### config.mk
export PLATFORM = sky130hd
export DESIGN_NAME = loop_flag_unit
export DESIGN_NICKNAME = d
export VERILOG_FILES = /design/src/rtl/lfu_pkg.sv /design/src/rtl/lfu_counter.sv /design/src/rtl/lfu_flag_sel.sv /design/src/rtl/lfu_c_src.sv /design/src/rtl/loop_flag_unit.sv
export SDC_FILE = /design/constraint.sdc
export NUM_CORES = 1
export LEC_CHECK = 0
export BUFFER_PORTS_ARGS = -buffer_cell sky130_fd_sc_hd__buf_2
export CORE_MARGIN = 2
export CORE_UTILIZATION = 50
export DETAILED_ROUTE_END_ITERATION = 8
export GPL_TIMING_DRIVEN = 0
export PLACE_DENSITY = 0.81
export SYNTH_ARGS = -nofsm -noshare
export SYNTH_HDL_FRONTEND = slang
export SYNTH_SLANG_ARGS = --single-unit
### constraint.sdc
create_clock -name clk_i -period 2.7 [get_ports clk_i]
set_input_delay 0.54 -clock clk_i [delete_from_list [all_inputs] [get_ports clk_i]]
set_output_delay 0.54 -clock clk_i [all_outputs]
set_load 0.02 [all_outputs]
### src/rtl/lfu_pkg.sv
`timescale 1ns/1ps
package lfu_pkg;
  localparam int FSEL_W = 6;
  // mask bit positions
  localparam int SEL_A  = 5;
  localparam int SEL_NA = 4;
  localparam int SEL_B  = 3;
  localparam int SEL_NB = 2;
  localparam int SEL_C  = 1;
  localparam int SEL_NC = 0;
  localparam int NUM_GP = 2; // general flags A and B

  typedef struct packed {
    logic a;
    logic b;
    logic c;
  } flag_src_t;
endpackage

### src/rtl/lfu_counter.sv
`timescale 1ns/1ps
module lfu_counter #(
  parameter int CNT_W = 37
) (
  input  logic             clk_i,
  input  logic             rst_ni,
  input  logic             load_i,
  input  logic [CNT_W-1:0] load_val_i,
  input  logic             dec_i,
  output logic [CNT_W-1:0] count_o,
  output logic             zero_o,
  output logic             hit_zero_o
);
  localparam logic [CNT_W-1:0] ONE = CNT_W'(1);

  logic [CNT_W-1:0] cnt_q;
  logic             is_zero;

  assign is_zero = (cnt_q == '0);

  always_ff @(posedge clk_i or negedge rst_ni) begin
    if (!rst_ni) begin
      cnt_q <= '0;
    end else if (load_i) begin
      cnt_q <= load_val_i;
    end else if (dec_i && !is_zero) begin
      cnt_q <= cnt_q - ONE;
    end
  end

  assign count_o    = cnt_q;
  assign zero_o     = is_zero;
  // step from one to zero on this edge
  assign hit_zero_o = dec_i && !load_i && (cnt_q == ONE);
endmodule

### src/rtl/lfu_flag_sel.sv
`timescale 1ns/1ps
module lfu_flag_sel
  import lfu_pkg::*;
(
  input  flag_src_t         old_i,
  input  logic [FSEL_W-1:0] sel_i,
  output logic              new_o
);
  logic [FSEL_W-1:0] terms;

  always_comb begin
    terms         = '0;
    terms[SEL_A]  = old_i.a;
    terms[SEL_NA] = ~old_i.a;
    terms[SEL_B]  = old_i.b;
    terms[SEL_NB] = ~old_i.b;
    terms[SEL_C]  = old_i.c;
    terms[SEL_NC] = ~old_i.c;
  end

  assign new_o = |(terms & sel_i);
endmodule

### src/rtl/lfu_c_src.sv
`timescale 1ns/1ps
module lfu_c_src #(
  parameter bit OUT_DOCK = 1'b1
) (
  input  logic sig_bit_i,
  input  logic ship_val_i,
  input  logic capture_i,
  output logic c_new_o
);
  if (OUT_DOCK) begin : g_out
    assign c_new_o = capture_i ? ship_val_i : sig_bit_i;
  end else begin : g_in
    logic unused_cap;
    assign unused_cap = ship_val_i ^ capture_i;
    assign c_new_o    = sig_bit_i;
  end
endmodule

### src/rtl/loop_flag_unit.sv
`timescale 1ns/1ps
module loop_flag_unit
  import lfu_pkg::*;
#(
  parameter int CNT_W    = 37,
  parameter bit OUT_DOCK = 1'b1
) (
  input  logic              clk_i,
  input  logic              rst_ni,
  input  logic              cnt_load_i,
  input  logic [CNT_W-1:0]  cnt_load_val_i,
  input  logic              cnt_dec_i,
  input  logic              torpedo_i,
  input  logic              flag_set_i,
  input  logic [FSEL_W-1:0] next_a_sel_i,
  input  logic [FSEL_W-1:0] next_b_sel_i,
  input  logic              p_wr_i,
  input  logic              p_val_i,
  input  logic              c_upd_i,
  input  logic              sig_bit_i,
  input  logic              ship_val_i,
  input  logic              capture_i,
  input  logic              pred_u_i,
  output logic              pred_ok_o,
  output logic              flag_a_o,
  output logic              flag_b_o,
  output logic              flag_c_o,
  output logic              flag_p_o,
  output logic              flag_z_o,
  output logic [CNT_W-1:0]  count_o
);
  logic                           hit_zero;
  logic                           c_new;
  logic [NUM_GP-1:0]              gp_q;
  logic [NUM_GP-1:0]              gp_next;
  logic [NUM_GP-1:0][FSEL_W-1:0]  sel_arr;
  logic                           c_q;
  logic                           p_q;
  logic                           p_clr;
  flag_src_t                      old_flags;

  lfu_counter #(.CNT_W(CNT_W)) u_cnt (
    .clk_i      (clk_i),
    .rst_ni     (rst_ni),
    .load_i     (cnt_load_i),
    .load_val_i (cnt_load_val_i),
    .dec_i      (cnt_dec_i),
    .count_o    (count_o),
    .zero_o     (flag_z_o),
    .hit_zero_o (hit_zero)
  );

  assign old_flags = '{a: gp_q[0], b: gp_q[1], c: c_q};
  assign sel_arr   = {next_b_sel_i, next_a_sel_i};

  for (genvar i = 0; i < NUM_GP; i++) begin : g_sel
    lfu_flag_sel u_sel (
      .old_i (old_flags),
      .sel_i (sel_arr[i]),
      .new_o (gp_next[i])
    );
  end

  lfu_c_src #(.OUT_DOCK(OUT_DOCK)) u_csrc (
    .sig_bit_i  (sig_bit_i),
    .ship_val_i (ship_val_i),
    .capture_i  (capture_i),
    .c_new_o    (c_new)
  );

  assign p_clr = torpedo_i | hit_zero;

  // all flags commit on one edge from pre-edge values
  always_ff @(posedge clk_i or negedge rst_ni) begin
    if (!rst_ni) begin
      gp_q <= '0;
      c_q  <= 1'b0;
      p_q  <= 1'b0;
    end else begin
      if (flag_set_i) gp_q <= gp_next;
      if (c_upd_i)    c_q  <= c_new;
      if (p_clr)                      p_q <= 1'b0;
      else if (flag_set_i && p_wr_i)  p_q <= p_val_i;
    end
  end

  assign flag_a_o  = gp_q[0];
  assign flag_b_o  = gp_q[1];
  assign flag_c_o  = c_q;
  assign flag_p_o  = p_q;
  assign pred_ok_o = pred_u_i | p_q;
endmodule

### Yosys cells after proc, flatten, opt, wreduce, memory -nomap -nowiden

Index checks and enable logic that the tools add are counted.

| operators by class | value |
|---|---|
| add/sub/neg operators | 1 |
| equal/unequal tests | 1 |
| muxes and demuxes | 5 |
| bitwise logic cells | 7 |
| reductions and logical operators | 11 |

Operators by type and width:

| operator | number |
|---|---|
| 2-to-1 mux 37 bit | 2 |
| == test 37 x 1 -> 1 bit, second input constant | 1 |
| logical NOT 37 bit | 1 |
| subtractor 37 x 1 -> 37 bit, second input constant | 1 |
| bitwise AND 6 bit | 2 |
| OR reduction 6 bit | 2 |
| logical AND 1 bit | 4 |
| nonzero test 2 bit | 2 |
| 2-to-1 mux 1 bit | 3 |
| NOT 1 bit | 3 |
| logical NOT 1 bit | 2 |
| bitwise OR 1 bit | 2 |

| word-level totals | value |
|---|---|
| flip-flop bits (word level) | 41 |
| input port bits | 62 |
| output and inout port bits | 43 |
| word-level logic and storage cells | 29 |

### Depth between registers and ports, before layout

| depth | value |
|---|---|
| word-level depth | 5 |
| depth in mapped cells | 9 |
| gate-level depth less buffers | 7 |

### Hierarchy

From an unflattened synthesis, not the netlist that was laid out.

| second synthesis, totals | value |
|---|---|
| cell total of the unflattened synthesis | 319 |
| area total of the unflattened synthesis | 2,723.9 µm² |

By module, submodules not included:

| module | instances | cells each | area each (µm²) | sequential area each (µm²) |
|---|---|---|---|---|
| lfu_counter | 1 | 299 | 2,471.1 | 925.9 |
| loop_flag_unit | 1 | 11 | 167.7 | 100.1 |
| lfu_flag_sel | 2 | 4 | 35.0 | 0.0 |
| lfu_c_src | 1 | 1 | 15.0 | 0.0 |

### Least setup slack after synthesis

Ideal clock, no wire load.

| path | value |
|---|---|
| path kind | register to output |
| start | register u_cnt.cnt_q[3] (netlist: u_cnt.count_o[3]) |
| end | output port flag_z_o |
| arrival | 1,997 ps |
| data required time | 2,160 ps |
| setup slack | 163 ps |
| stages on the path, launching flop included | 8 |
| buffers on the path | 3 |
| cells stage by stage | dfrtp_1 -> or4_1 -> buf_2 -> nor4b_4 -> nand4_4 -> clkinv_4 -> buf_6 -> buf_6 |

| on the way | value |
|---|---|
| word-level cells in the longest chain between the ends | 1 |

RTL lines:

| element | RTL line | RTL |
|---|---|---|
| start: declaration | lfu_counter.sv:16 | `logic [CNT_W-1:0] cnt_q;` |
| start signal: assignment | lfu_counter.sv:25 | `cnt_q <= load_val_i;` |
| start signal: assignment | lfu_counter.sv:27 | `cnt_q <= cnt_q - ONE;` |
| logical NOT 37 bit | lfu_counter.sv:19 | `assign is_zero = (cnt_q == '0);` |
| end: declaration | loop_flag_unit.sv:29 | `output logic flag_z_o,` |

No other way between the ends.

### Worst setup path in the final report

Same ends and word-level chain as after synthesis.

==> impl_summary.log <==
INFO  metric worst-endpoint-arrival = 2.07 ns
INFO  metric worstPathBufferInverterCount = 3
INFO  metric gr-total-overflow = 0
INFO  metric cts.sinks = 41
INFO  metric finalWeightedCongestion = 0.956
INFO  metric critical_path_class = flop to output pin
INFO  metric global_route_wire_length_before_repair = 15.1 mm
INFO  metric synth.yosys.seq_area_share = 0.371
INFO  metric status = complete, no violations
INFO  metric design_area = 3560 um^2
INFO  metric nets = 513
INFO  metric wl_met2 = 4.28 mm
INFO  metric met3_wirelength = 1.03 mm
INFO  metric ys.warnings.count = 0
INFO  metric fill_cells = 502
INFO  metric hold_violations = 0
INFO  metric largest_delay_contributor_family_on_the_critical_path = simple AND/OR/NAND/NOR gates
INFO  metric crit_path_max_fanout = 4
INFO  metric drt.antenna.violating_nets = 0
INFO  metric crit_path_cells = or4_4, buf_6, nor4b_4, nand4_4, clkinv_4, buf_8
INFO  metric postSynthCellCount = 329
INFO  metric fp.dieH = 78.4 um
INFO  metric layout.cells.non_filler = 520
INFO  metric antennaDiodeCount = 0
INFO  metric power.density = 463 nW/um^2
INFO  metric min-delay-path-class = input pin to asynchronous set/reset pin
INFO  metric horizontal_die_dimension = 78.4 um
INFO  metric floorplan.initialDensity = 0.508
INFO  metric cts_root_buffer = sky130_fd_sc_hd__clkbuf_8
INFO  metric ys_ff_latch = 41
INFO  metric worst_reg2reg_setup_slack = 0.11 ns
INFO  metric worstPathRequired = 2.16 ns
INFO  metric worst_path_max_delay_cell = sky130_fd_sc_hd__or4_4
INFO  metric io-pin-count = 105
INFO  metric tritoncts = done
INFO  metric post_synth_instance_area = 2770 um^2
INFO  metric ys_async_sr_fraction = 1.00
INFO  metric cts.path.max_buffers = 2
INFO  metric route.final.wire_length = 9.35 mm
INFO  metric layout_min_cycle_time = 2.61 ns
INFO  metric placedCellCount = 504
INFO  metric rsz0062_at_grt = false
INFO  metric wl_met1 = 3.86 mm
INFO  metric report.final.setup_viol = 0
INFO  metric rr_startpoint = u_cnt.count_o[3]$_DFFE_PN0P_
INFO  metric clkTransAtPathRegs = 0.08 ns
INFO  metric drv_cap = 0
INFO  metric die_ar = 6140 um^2
INFO  metric worst_clock_skew = 0.00533 ns
INFO  metric dr.pass1.iters = 5
INFO  metric drt-wirelength-per-cell = 18.0 um
INFO  metric netlist_top_cells_area = sky130_fd_sc_hd__dfrtp_1, sky130_fd_sc_hd__or4_1, sky130_fd_sc_hd__a31oi_1
INFO  metric power.ir.vdd_worst = 0.255 mV
INFO  metric setup.worst_path.start_class = flop
INFO  metric ctsHoldBuffers = 0
INFO  metric row_count = 27
INFO  metric synthFlopType = sky130_fd_sc_hd__dfrtp_1
INFO  metric port_buffers = 103
INFO  metric worst_setup_path_startpoint = u_cnt.count_o[3]$_DFFE_PN0P_
INFO  metric rr_endpoint = u_cnt.count_o[33]$_DFFE_PN0P_
INFO  metric fin_worst_hold_slack = 0.383 ns
INFO  metric timing_max_transition_violations_final = 0
INFO  metric final_layout_size_suffix_gt1_frac = 0.315
INFO  metric highest-signal-layer = met4
INFO  metric maximum_number_of_pins_on_one_net_before_global_route_repair = 42
INFO  metric max_freq = 384 MHz
INFO  metric detail_route.iter0.violations = 292
INFO  metric synth_nets = 394
INFO  metric worst_r2r_path_depth = 10
INFO  metric post-route-period-util = 0.965
INFO  metric grt_antenna_before_repair = 0
INFO  metric max_stage_delay = 0.54 ns
INFO  metric clock_buffer_count_from_cts = 5
INFO  metric area_taken_by_multi_input_logic_gates = 1590 um^2
INFO  metric synth.cells.most_frequent = sky130_fd_sc_hd__dfrtp_1, sky130_fd_sc_hd__nor2_1, sky130_fd_sc_hd__nand2_1
INFO  metric dp.final_hpwl = 6.47 mm
INFO  metric placed_cell_area = 3370 um^2
INFO  metric grt_util_all_layers = 0.314
INFO  metric final-seq-area = 1030 um^2
INFO  metric yosysMostFrequentCell = sky130_fd_sc_hd__dfrtp_1
INFO  metric endpoint_kind = output pin
INFO  metric worst_skew_pair.late_latency = 0.30 ns
INFO  metric area.growth.synth_to_final = 28.6%
INFO  metric route.detailed.vias_per_inst = 6.30
INFO  metric cellLeakagePower = 1.55 nW
INFO  metric vias = 3278
INFO  metric h_tree_levels = 2
INFO  metric number_of_global_route_vias_before_repair = 3068
INFO  metric overall_power_consumption = 1.65 mW
INFO  metric max-slew-margin-rel = 0.362
INFO  metric coreArea = 5440 um^2
INFO  metric synth_top_area_cell = sky130_fd_sc_hd__dfrtp_1
INFO  metric edff_count_synth = 0
INFO  metric post-synth-top-area-fraction = 0.371
INFO  metric post-route-drc-count = 0
INFO  metric netlist-cell-type-count = 44
INFO  metric syn-mean-instance-area = 8.40 um^2
INFO  metric max_slew.worst_pin.slew = 0.957 ns
cells by family after synthesis:
logic type | synth area share
AOI/OAI and AO/OA | 0.176
adders and majority gates | 0.0136
buffers and inverters | 0.0611
DFF | 0.371
muxes | 0.0217
and+or+nand+nor | 0.357
what timing repair did:
item	in CTS	in global routing
gates resized for setup	8	4
gates cloned	0	0
setup buffers	7	5
setup endpoints to repair	4	1
pin swaps	3	3
registers in the layout, indices dropped and copies added (netlist names):
| register | count |
|---|---|
| flag_p_o | 1 |
| flag_c_o | 1 |
| gp_q | 2 |
| u_cnt.count_o | 37 |
worst register-to-register path, delay by kind of cell, from the launching register on:
kind | cells | cell delay (ns)
flops | 1 | 0.40
compound gates | 1 | 0.24
simple gates | 4 | 1.07
buf+inv | 5 | 0.79
where the power goes:
| part | total (mW) | switching, mW | internal (mW) |
|---|---|---|---|
| combinational | 0.446 | 0.265 | 0.181 |
| sequential | 0.775 | 0.0939 | 0.681 |
| clock | 0.424 | 0.221 | 0.203 |
| total | 1.65 | 0.580 | 1.07 |
cell type report:
type                       count  share of cell area
timing repair buffer         115               0.173
multi-input combinational    255               0.447
inverter                      11              0.0130
sequential                    41               0.289
clock buffer                   7              0.0243
tap                           72              0.0253
buffer                        19              0.0289
layer usage:
metal / global-route usage / up-vias
met2: 0.496 / 217
met4: 0.128 / 0
met5: 0 / -
met3: 0.0747 / 19
met1: 0.415 / 1547
li1: - / 1495
worst max path at each step:
stage                                         end  slack (ns)  cells after the start
floorplan                                flag_z_o        0.16                      7
global placement                         flag_z_o       -0.25                      8
detailed placement                       flag_z_o       -0.33                      8
CTS                                      flag_z_o        0.06                      7
global route        u_cnt.count_o[33]$_DFFE_PN0P_        0.04                     10
finish                                   flag_z_o        0.09                      6
metrics by stage:
stage / utilization / TNS, ns / worst slack [ns]
floorplan: - / 0 / 0.163
global placement: 0.620 / -0.254 / -0.254
detailed placement: 0.620 / -0.354 / -0.327
CTS: 0.648 / 0 / 0.0576
global route: 0.654 / 0 / 0.0399
finish: 0.654 / 0 / 0.0942
layout by cell type, fill, tap and decap left out, drive strengths merged, types with 2 or more instances in the layout:
master	n
a211o	2
a21oi	5
a31oi	22
buf	120
clkbuf	21
dfrtp	41
ha	3
inv	10
mux2i	6
nand2	26
nand2b	4
nand3	23
nand3b	2
nand4	11
nand4b	3
nor2	38
nor3	13
nor4	7
nor4b	2
o211ai	6
o21ai	16
o31a	4
o31ai	10
o41ai	5
or2	3
or3	10
or4	23
or4b	3
No activity file was read; power rests on OpenSTA's default activity.
